<file path="src/rtl/store_exec_pkg.sv">
package store_exec_pkg;
  typedef enum logic [1:0] {
    FLT_NONE    = 2'd0,
    FLT_ILLEGAL = 2'd1,
    FLT_NAT     = 2'd2,
    FLT_UNSUPP  = 2'd3
  } faultT;

  typedef enum logic [1:0] {
    ST_IDLE  = 2'd0,
    ST_ISSUE = 2'd1,
    ST_DONE  = 2'd2
  } stateT;

  typedef struct packed {
    logic capture;
    logic commit;
  } strobeT;
endpackage

</file>
<file path="src/rtl/store_ctrl.sv">
module store_ctrl
  import store_exec_pkg::*;
(
  input  logic   clk,
  input  logic   rstN,
  input  logic   reqValid,
  input  logic   memReady,
  input  logic   storeGo,
  output logic   reqReady,
  output logic   memValid,
  output logic   doneValid,
  output strobeT strobes
);
  stateT state, stateNext;

  always_comb begin
    stateNext = state;
    case (state)
      ST_IDLE:  if (reqValid) stateNext = ST_ISSUE;
      ST_ISSUE: if (!storeGo || memReady) stateNext = ST_DONE;
      ST_DONE:  stateNext = ST_IDLE;
      default:  stateNext = ST_IDLE;
    endcase
  end

  always_ff @(posedge clk) begin
    if (!rstN) state <= ST_IDLE;
    else       state <= stateNext;
  end

  assign reqReady        = (state == ST_IDLE);
  assign memValid        = (state == ST_ISSUE) && storeGo;
  assign doneValid       = (state == ST_DONE);
  assign strobes.capture = (state == ST_IDLE) && reqValid;
  assign strobes.commit  = (state == ST_DONE) && storeGo;
endmodule

</file>
<file path="src/rtl/store_dp.sv">
module store_dp
  import store_exec_pkg::*;
#(
  parameter int ADDR_W   = 64,
  parameter int DATA_W   = 64,
  parameter int IMM_W    = 9,
  parameter int HINT_W   = 2,
  parameter int LINE_LOG = 6,
  localparam int LANES   = 2 * DATA_W / 8,
  localparam int CNT_W   = $clog2(LANES) + 1,
  localparam int IDX_W   = $clog2(DATA_W)
)(
  input  logic                clk,
  input  logic                rstN,
  input  strobeT              strobes,
  input  logic                reqPred,
  input  logic [1:0]          reqForm,
  input  logic [1:0]          reqSizeLog,
  input  logic                reqUpdate,
  input  logic [IMM_W-1:0]    reqImm,
  input  logic                reqRelease,
  input  logic [HINT_W-1:0]   reqHint,
  input  logic [DATA_W-1:0]   reqData,
  input  logic                reqDataNat,
  input  logic [ADDR_W-1:0]   reqAddr,
  input  logic                reqAddrNat,
  input  logic [DATA_W-1:0]   csdValue,
  input  logic                pageWbOrNat,
  input  logic                wideEnable,
  output logic                storeGo,
  output faultT               faultCode,
  output logic [ADDR_W-1:0]   memAddr,
  output logic [2*DATA_W-1:0] memData,
  output logic [LANES-1:0]    memByteEn,
  output logic                memRelease,
  output logic [HINT_W-1:0]   memHint,
  output logic [CNT_W-1:0]    byteCount,
  output logic                wbValid,
  output logic [ADDR_W-1:0]   wbAddr,
  output logic                pfValid,
  output logic [ADDR_W-1:0]   pfAddr,
  output logic [HINT_W-1:0]   pfHint,
  output logic [DATA_W-1:0]   natColl
);
  localparam logic [ADDR_W-1:0] LINE_MASK = {{(ADDR_W-LINE_LOG){1'b1}}, {LINE_LOG{1'b0}}};

  logic                predQ, updQ, relQ, dataNatQ, addrNatQ, pageOkQ, wideOkQ;
  logic [1:0]          formQ, sizeLogQ;
  logic [IMM_W-1:0]    immQ;
  logic [HINT_W-1:0]   hintQ;
  logic [DATA_W-1:0]   dataQ, csdQ;
  logic [ADDR_W-1:0]   addrQ;

  always_ff @(posedge clk) begin
    if (!rstN) begin
      predQ <= 1'b0; updQ <= 1'b0; relQ <= 1'b0;
      dataNatQ <= 1'b0; addrNatQ <= 1'b0; pageOkQ <= 1'b0; wideOkQ <= 1'b0;
      formQ <= '0; sizeLogQ <= '0; immQ <= '0; hintQ <= '0;
      dataQ <= '0; csdQ <= '0; addrQ <= '0;
    end else if (strobes.capture) begin
      predQ <= reqPred; updQ <= reqUpdate; relQ <= reqRelease;
      dataNatQ <= reqDataNat; addrNatQ <= reqAddrNat;
      pageOkQ <= pageWbOrNat; wideOkQ <= wideEnable;
      formQ <= reqForm; sizeLogQ <= reqSizeLog; immQ <= reqImm; hintQ <= reqHint;
      dataQ <= reqData; csdQ <= csdValue; addrQ <= reqAddr;
    end
  end

  logic isWide, isSpill;
  assign isWide  = (formQ == 2'd1);
  assign isSpill = (formQ == 2'd2);

  // fault ranking: illegal, then NaT consumption, then unsupported page
  always_comb begin
    if (!predQ)                                faultCode = FLT_NONE;
    else if (isWide && updQ)                   faultCode = FLT_ILLEGAL;
    else if (addrNatQ || (dataNatQ && !isSpill)) faultCode = FLT_NAT;
    else if (isWide && !pageOkQ && !wideOkQ)   faultCode = FLT_UNSUPP;
    else                                       faultCode = FLT_NONE;
  end
  assign storeGo = predQ && (faultCode == FLT_NONE);

  always_comb begin
    if (isWide)       byteCount = CNT_W'(2 * DATA_W / 8);
    else if (isSpill) byteCount = CNT_W'(DATA_W / 8);
    else              byteCount = CNT_W'(1) << sizeLogQ;
  end

  logic [DATA_W-1:0] lowData;
  for (genvar i = 0; i < LANES; i++) begin : g_lane_en
    assign memByteEn[i] = (CNT_W'(i) < byteCount);
  end
  for (genvar i = 0; i < DATA_W / 8; i++) begin : g_lane_data
    assign lowData[8*i +: 8] = (CNT_W'(i) < byteCount) ? dataQ[8*i +: 8] : 8'h00;
  end

  assign memData    = isWide ? {csdQ, dataQ} : {{DATA_W{1'b0}}, lowData};
  assign memAddr    = addrQ;
  assign memRelease = relQ;
  assign memHint    = hintQ;

  assign wbAddr  = addrQ + {{(ADDR_W-IMM_W){immQ[IMM_W-1]}}, immQ};
  assign wbValid = strobes.commit && updQ;
  assign pfValid = strobes.commit && updQ;
  assign pfAddr  = wbAddr & LINE_MASK;
  assign pfHint  = hintQ;

  always_ff @(posedge clk) begin
    if (!rstN) natColl <= '0;
    else if (strobes.commit && isSpill) natColl[addrQ[3 +: IDX_W]] <= dataNatQ;
  end
endmodule

</file>
<file path="src/rtl/store_exec_unit.sv">
module store_exec_unit
  import store_exec_pkg::*;
#(
  parameter int ADDR_W   = 64,
  parameter int DATA_W   = 64,
  parameter int IMM_W    = 9,
  parameter int HINT_W   = 2,
  parameter int LINE_LOG = 6,
  localparam int LANES   = 2 * DATA_W / 8,
  localparam int CNT_W   = $clog2(LANES) + 1
)(
  input  logic                clk,
  input  logic                rstN,
  input  logic                reqValid,
  output logic                reqReady,
  input  logic                reqPred,
  input  logic [1:0]          reqForm,
  input  logic [1:0]          reqSizeLog,
  input  logic                reqUpdate,
  input  logic [IMM_W-1:0]    reqImm,
  input  logic                reqRelease,
  input  logic [HINT_W-1:0]   reqHint,
  input  logic [DATA_W-1:0]   reqData,
  input  logic                reqDataNat,
  input  logic [ADDR_W-1:0]   reqAddr,
  input  logic                reqAddrNat,
  input  logic [DATA_W-1:0]   csdValue,
  input  logic                pageWbOrNat,
  input  logic                wideEnable,
  output logic                memValid,
  input  logic                memReady,
  output logic [ADDR_W-1:0]   memAddr,
  output logic [2*DATA_W-1:0] memData,
  output logic [LANES-1:0]    memByteEn,
  output logic                memRelease,
  output logic [HINT_W-1:0]   memHint,
  output logic                invValid,
  output logic [ADDR_W-1:0]   invAddr,
  output logic [CNT_W-1:0]    invSize,
  output logic                doneValid,
  output logic [1:0]          doneFault,
  output logic                wbValid,
  output logic [ADDR_W-1:0]   wbAddr,
  output logic                pfValid,
  output logic [ADDR_W-1:0]   pfAddr,
  output logic [HINT_W-1:0]   pfHint,
  output logic [DATA_W-1:0]   natColl
);
  strobeT strobes;
  logic   storeGo;
  faultT  faultCode;
  logic [CNT_W-1:0] byteCount;

  store_ctrl i_ctrl (
    .clk(clk), .rstN(rstN), .reqValid(reqValid), .memReady(memReady),
    .storeGo(storeGo), .reqReady(reqReady), .memValid(memValid),
    .doneValid(doneValid), .strobes(strobes)
  );

  store_dp #(
    .ADDR_W(ADDR_W), .DATA_W(DATA_W), .IMM_W(IMM_W),
    .HINT_W(HINT_W), .LINE_LOG(LINE_LOG)
  ) i_dp (
    .clk(clk), .rstN(rstN), .strobes(strobes),
    .reqPred(reqPred), .reqForm(reqForm), .reqSizeLog(reqSizeLog),
    .reqUpdate(reqUpdate), .reqImm(reqImm), .reqRelease(reqRelease),
    .reqHint(reqHint), .reqData(reqData), .reqDataNat(reqDataNat),
    .reqAddr(reqAddr), .reqAddrNat(reqAddrNat), .csdValue(csdValue),
    .pageWbOrNat(pageWbOrNat), .wideEnable(wideEnable),
    .storeGo(storeGo), .faultCode(faultCode),
    .memAddr(memAddr), .memData(memData), .memByteEn(memByteEn),
    .memRelease(memRelease), .memHint(memHint), .byteCount(byteCount),
    .wbValid(wbValid), .wbAddr(wbAddr), .pfValid(pfValid),
    .pfAddr(pfAddr), .pfHint(pfHint), .natColl(natColl)
  );

  assign invValid  = memValid && memReady;
  assign invAddr   = memAddr;
  assign invSize   = byteCount;
  assign doneFault = doneValid ? faultCode : FLT_NONE;
endmodule

</file>
<file path="config.mk">
export PLATFORM = sky130hd
export DESIGN_NAME = store_exec_unit
export DESIGN_NICKNAME = d
export VERILOG_FILES = /design/src/rtl/store_exec_pkg.sv /design/src/rtl/store_ctrl.sv /design/src/rtl/store_dp.sv /design/src/rtl/store_exec_unit.sv
export SDC_FILE = /design/constraint.sdc
export NUM_CORES = 1
export LEC_CHECK = 0
export ABC_AREA = 1
export ABC_CLOCK_PERIOD_IN_PS = 2790
export BUFFER_PORTS_ARGS = -buffer_cell sky130_fd_sc_hd__buf_2
export CORE_AREA = 2 2 270 272
export DETAILED_ROUTE_END_ITERATION = 16
export DIE_AREA = 0 0 272 274
export GPL_ROUTABILITY_DRIVEN = 0
export PLACE_DENSITY_LB_ADDON = 0.2
export SETUP_SLACK_MARGIN = 0.1
export SLEW_MARGIN = 5
export SYNTH_ARGS = -nofsm -noshare
export SYNTH_HDL_FRONTEND = slang
export SYNTH_HIERARCHICAL = 1
export SYNTH_SLANG_ARGS = --single-unit
export TNS_END_PERCENT = 30
</file>
<file path="constraint.sdc">
create_clock -name clk -period 2.79 [get_ports clk]
set_clock_uncertainty 0.15 [all_clocks]
set_input_delay 0.1395 -clock clk [delete_from_list [all_inputs] [get_ports clk]]
set_output_delay 0.1395 -clock clk [all_outputs]
set_load 0.01 [all_outputs]
</file>
Yosys cells after proc, flatten, opt, wreduce, memory -nomap -nowiden
Cells that the tools add are included.

Output and inout bits: 482. Bits in registers: 280. Input port bits: 218. Logic and storage cells: 85.

$add $sub $neg: 1. Equality and inequality tests: 6. Shift operators: 1. Reduce and logical (&&, ||, !) cells: 21. Order comparisons: 18. Muxes and demuxes: 22.

Operators with widths (count): $mux 128 (1); $add 64x64->64 (1); $bwmux 64 (1); $mux 8 (8); $lt 4x5->1 const A (8); $lt 3x5->1 const A (4); $mux 2 (7); $logic_and 1x1->1 (12); $lt 1x5->1 const A (2); $lt 2x5->1 const A (2); $mux 5 (2); $lt 6x7->1 const B (1); $demux 1 s6 (1); $ge 6x1->1 const B (1); $shl 1x2->5 const A (1); $eq 2x1->1 const B (2); $eq 2x2->1 const B (2); $logic_not 1->1 (4); $logic_not 2->1 (2); $pmux 2 s2 (1); $logic_or 1x1->1 (2); $ne 2x1->1 const B (1); $ne 2x2->1 const B (1); $reduce_and 2->1 (1); $mux 1 (1).

Depth between registers and ports, before layout
Depth after elaboration: 13. Gate-level depth with buffers: 15.

Cells and area by module
The synthesis kept the hierarchy.

By module, submodules not included: store_dp (instances 1, area each 17095.1 um2, cells an instance 2774); store_exec_unit (instances 1, area each 503.0 um2, cells an instance 70); store_ctrl (instances 1, area each 111.4 um2, cells an instance 16).

Worst setup path before layout
Ideal clock, no wire load.

Path kind: reg2out. From: register i_dp.immQ[8]. To: output port wbAddr[32]. Data required time: 2.501 ns. Stages on the path, launching flop included: 12. Path slack: -0.363 ns. Buffers on the path: 1. Arrival time: 2.864 ns. Cells stage by stage: dfxtp_1 > ha_1 > nand2_1 > inv_1 > nand2_1 > nand2_1 > a21oi_1 > nor2_1 > nor2_1 > nand2_1 > xor2_1 > buf_4.

Longest elaborated chain between the ends: 1.

Ends and longest elaborated chain: start, declared (RTL line store_dp.sv:49) `logic [IMM_W-1:0] immQ;`; start signal, assigned (RTL line store_dp.sv:64) `formQ <= reqForm; sizeLogQ <= reqSizeLog; immQ <= reqImm; hintQ <= reqHint;`; $add 64x64->64 (RTL line store_dp.sv:102) `assign wbAddr = addrQ + {{(ADDR_W-IMM_W){immQ[IMM_W-1]}}, immQ};`; end, declared (RTL line store_exec_unit.sv:43) `output logic [ADDR_W-1:0] wbAddr,`.

Every way passes these cells.

Worst setup path in the final report
From: register i_dp.immQ[8]. To: output port wbAddr[41].

Same word-level chain as after synthesis.

==> implementation parameters <==
Parameter                              Value

Run status
  Status    finished with violations
  Violations in the final reports    negative setup slack

STA
  Actual slew at the worst max-slew pin    835 ps
  Max-slew headroom    44.4%
  F_max    0.322 GHz
  Share of the clock period used by the worst path after layout    111%
  Setup repair after global routing missed its margin    true
  Total of endpoints with negative setup slack in the final report    102
  Total count of hold-check failures in the final report    0
  Final worst hold slack    101 ps
  Final number of max-transition violations    0
  Time the worst path needs with I/O delays and setup    3100 ps
  Fin worst setup slack    -315 ps

Place
  Post-DP HPWL    59,600 um
  Number of I/O port buffers    692
  Placed Cells incl. Taps    4,347

Critical path
  Critical-path top delay cell    sky130_fd_sc_hd__dfxtp_4
  Element type at the critical path start    register
  CP Class    register to primary output
  Worst Reg-to-Reg Cells    6
  Sequence of cells on the critical path    clkbuf_16, ha_4, nand2_1, nor2_2, inv_2, nor3_2, buf_4, a21oi_1, nand2_1, nand2_1, nand2_1, nand2_1, nand2_1, buf_2
  Data required, critical path    2500 ps
  Arrival @ worst endpoint    2820 ps
  Peak fanout along the critical path    9
  Critical Path Sink Type    primary output
  Most common cell on crit path    sky130_fd_sc_hd__nand2_1
  Critical path's largest stage delay    400 ps

Logic synthesis
  Yosys synthesis warning count    6
  Synthesized area per cell    6.19 um2
  Post-synthesis cell type count    33
  FF+latch count, synth    280
  Number of flops mapped to enable cells by yosys    0
  Dominant synthesized flop cell    sky130_fd_sc_hd__dfxtp_1
  Fraction of the yosys area taken by sequential cells    31.7%
  Number of instances in the synthesized netlist    2,860
  Share of synthesized registers carrying an async set or reset    0%
  Synthesized area    17,700 um2

Pwr
  Cell internal pwr    9.01 mW
  Share of total power consumed by net switching    34.9%
  Worst ir drop on vdd    0.447 mV
  Power density relative to cell area    521 nW/um2
  Logic gate share of total power    30.3%
  Leakage component of the power    14.2 nW
  Sequential fraction of design power    32.7%
  Share of power burned in the clock network    37.0%
  Switching Power    4.82 mW

Route
  Average routed wire per standard cell    16.9 um
  Routed Wire Length    78,900 um
  Number of violations reported at the end of detailed-routing iteration 0    1,169
  Post-route ant nets    0
  First-pass DRT Iterations    7
  Count of vias placed by the detailed router    20,400
  Remaining DRCs    0
  Via-per-instance ratio    4.37

Die
  Placement Rows    99
  Die Ht    274 um
  Die Area    74,500 um2
  Starting utilization of the core area    24.6%
  Ports placed on the boundary    700
  Total core area    72,000 um2
  Chip width    272 um

Clocking
  Buffer levels on the longest clock path    3
  Number of buffers created by CTS    37
  Post-CTS clock slew at the launch and capture registers of the worst setup and hold paths    60 ps
  Skew-Pair Late Insertion Delay    560 ps
  Count of clock tree sinks    280
  H-tree levels    2
  CTS tree    done
  Clk Tree Root Cell    sky130_fd_sc_hd__clkbuf_16

GRT
  GR Util All Layers    19.9%
  Wire length of the first global-routing pass    114,000 um
  Global-route congestion overflow total    0
  Maximum number of pins on one net before global-route repair    151
  Initial antenna violation count    9
  Number of global-route vias before repair    19,300

Hold path
  Worst Hold Depth    4
  Class of the most critical hold timing path    input port to register

Cells and area
  Layout Cells excl Fill    4,665
  Synth-to-layout area growth    49.9%
  Share of final-layout standard cells stronger than drive strength 1    28.7%
  Number of nets at the end of the flow    3,958

Job
  Maximum Capacitance Violations    0
## through the flow
step | util (%) | area (um2) | power, mW | setup TNS [ps] | worst slack (ps)
floorplan | - | 17700 | 6.83 | 0 | 169
global placement | 30.1 | 21700 | 8.19 | 0 | 131
detailed placement | 30.1 | 21700 | 8.18 | 0 | 96.9
CTS | 35.7 | 25700 | 13.8 | -30410 | -368
global route | 36.9 | 26500 | 14.6 | -40740 | -536
finish | 36.9 | 26500 | 13.8 | -20310 | -315
## layout make-up
class / count / area, um2
fill: 7861 / 45400
multi-input combinational: 1864 / 9890
timing repair buffer: 1024 / 6780
sequential: 280 / 5610
inverter: 469 / 1770
tap: 959 / 1200
clock buffer: 49 / 1010
clock inverter: 18 / 278
antenna: 2 / 5.00
## cell usage after synthesis, types with 3 or more instances
library cell / count / area share, %
sky130_fd_sc_hd__nor2_2: 7 / 0.25
sky130_fd_sc_hd__nand3_1: 67 / 1.9
sky130_fd_sc_hd__inv_1: 454 / 9.6
sky130_fd_sc_hd__inv_2: 13 / 0.28
sky130_fd_sc_hd__buf_4: 141 / 6.0
sky130_fd_sc_hd__nor3_4: 7 / 0.64
sky130_fd_sc_hd__o21ai_0: 216 / 6.1
sky130_fd_sc_hd__a21oi_1: 180 / 5.1
sky130_fd_sc_hd__buf_2: 36 / 1.0
sky130_fd_sc_hd__clkbuf_1: 75 / 1.6
sky130_fd_sc_hd__nor2_1: 483 / 10
sky130_fd_sc_hd__nand2_1: 692 / 15
sky130_fd_sc_hd__ha_1: 63 / 4.5
sky130_fd_sc_hd__nand4_1: 12 / 0.42
sky130_fd_sc_hd__o21bai_1: 3 / 0.13
sky130_fd_sc_hd__nor3_1: 19 / 0.54
sky130_fd_sc_hd__dfxtp_1: 280 / 32
sky130_fd_sc_hd__a311oi_1: 62 / 3.1
sky130_fd_sc_hd__xor2_1: 31 / 1.5
## layout by cell type (no fill, tap or decap), drive strengths merged
master / n
nand2: 693
a311oi: 62
inv: 469
nor4: 2
o21bai: 3
fa: 1
nor3b: 1
ha: 63
dlygate4sd3: 245
or2: 2
nor3: 27
clkbuf: 51
xor2: 31
o21ai: 217
bufinv: 5
conb: 7
dfxtp: 280
clkinv: 13
a21oi: 180
buf: 777
nor2: 491
nand3: 68
nand4: 12
xnor2: 1
a21boi: 1
a211oi: 2
diode: 2
## what timing repair did
action,CTS,global route
hold buffers,245,0
cloned,0,3
endpoints found under the hold margin,216,0
setup buffers,1,0
resized for setup,63,174
endpoints found under the setup margin,176,162
pin swaps,0,5
## path summary, 6_finish.rpt
kind | from | end | slack, ps
setup / recovery | i_dp/immQ[8]$_SDFFE_PN0P_ | wbAddr[41] | -310
hold / removal | rstN | i_dp/csdQ[0]$_SDFFE_PN0P_ | 100
setup reg to reg | i_ctrl/state[0]$_SDFFE_PN0P_ | i_dp/csdQ[4]$_SDFFE_PN0P_ | 190
hold reg to reg | i_dp/csdQ[38]$_SDFFE_PN0P_ | i_dp/csdQ[38]$_SDFFE_PN0P_ | 300
## flip-flops by register name, summed over array words and instances, names as in the netlist
name,flops
i_dp/csdQ,64
i_dp/dataQ,64
i_dp/memAddr,64
i_dp/natColl,64
i_dp/immQ,9
i_ctrl/state,2
i_dp/formQ,2
i_dp/memHint,2
i_dp/sizeLogQ,2
i_dp/addrNatQ,1
i_dp/dataNatQ,1
i_dp/memRelease,1
i_dp/pageOkQ,1
i_dp/predQ,1
i_dp/updQ,1
i_dp/wideOkQ,1
## power groups by stage
| stage | clock network (mW) | registers [mW] | logic (mW) |
|---|---|---|---|
| 3_5_place_dp | 0 | 4.58 | 3.60 |
| 2_1_floorplan | 0 | 4.57 | 2.27 |
| 6_report | 5.12 | 4.52 | 4.19 |
| 4_1_cts | 5.31 | 4.50 | 3.97 |
| 3_3_place_gp | 0 | 4.58 | 3.61 |
| 5_1_grt | 5.45 | 4.55 | 4.62 |
## layer usage
metal  track usage [%]  routed length, um  vias up
met5                 0                 89        -
met4              5.96               2280       14
met3              3.83               4450      122
met2              33.8              37200      614
met1              25.4              34900     9274
li1                  -                  -    10400
## worst max-delay path, delay by kind of cell (launching register included)
kind | cells | cell delay (ps)
flip-flops | 1 | 400
AND/OR/NAND/NOR | 8 | 920
AO/OA/AOI/OAI | 1 | 60
buffers and inverters | 4 | 590
adder cells (fa/ha/maj) | 1 | 310
## kinds of logic after synthesis
| group | after synthesis | synth area share, % |
|---|---|---|
| compound gates | 465 | 14.6 |
| xor+xnor | 32 | 1.58 |
| fa+ha+maj | 64 | 4.56 |
| buf+inv | 721 | 18.5 |
| flops | 280 | 31.7 |
| other cells | 2 | 0.0424 |
| simple gates | 1296 | 29.1 |
No activity file was read; power rests on OpenSTA's default activity.
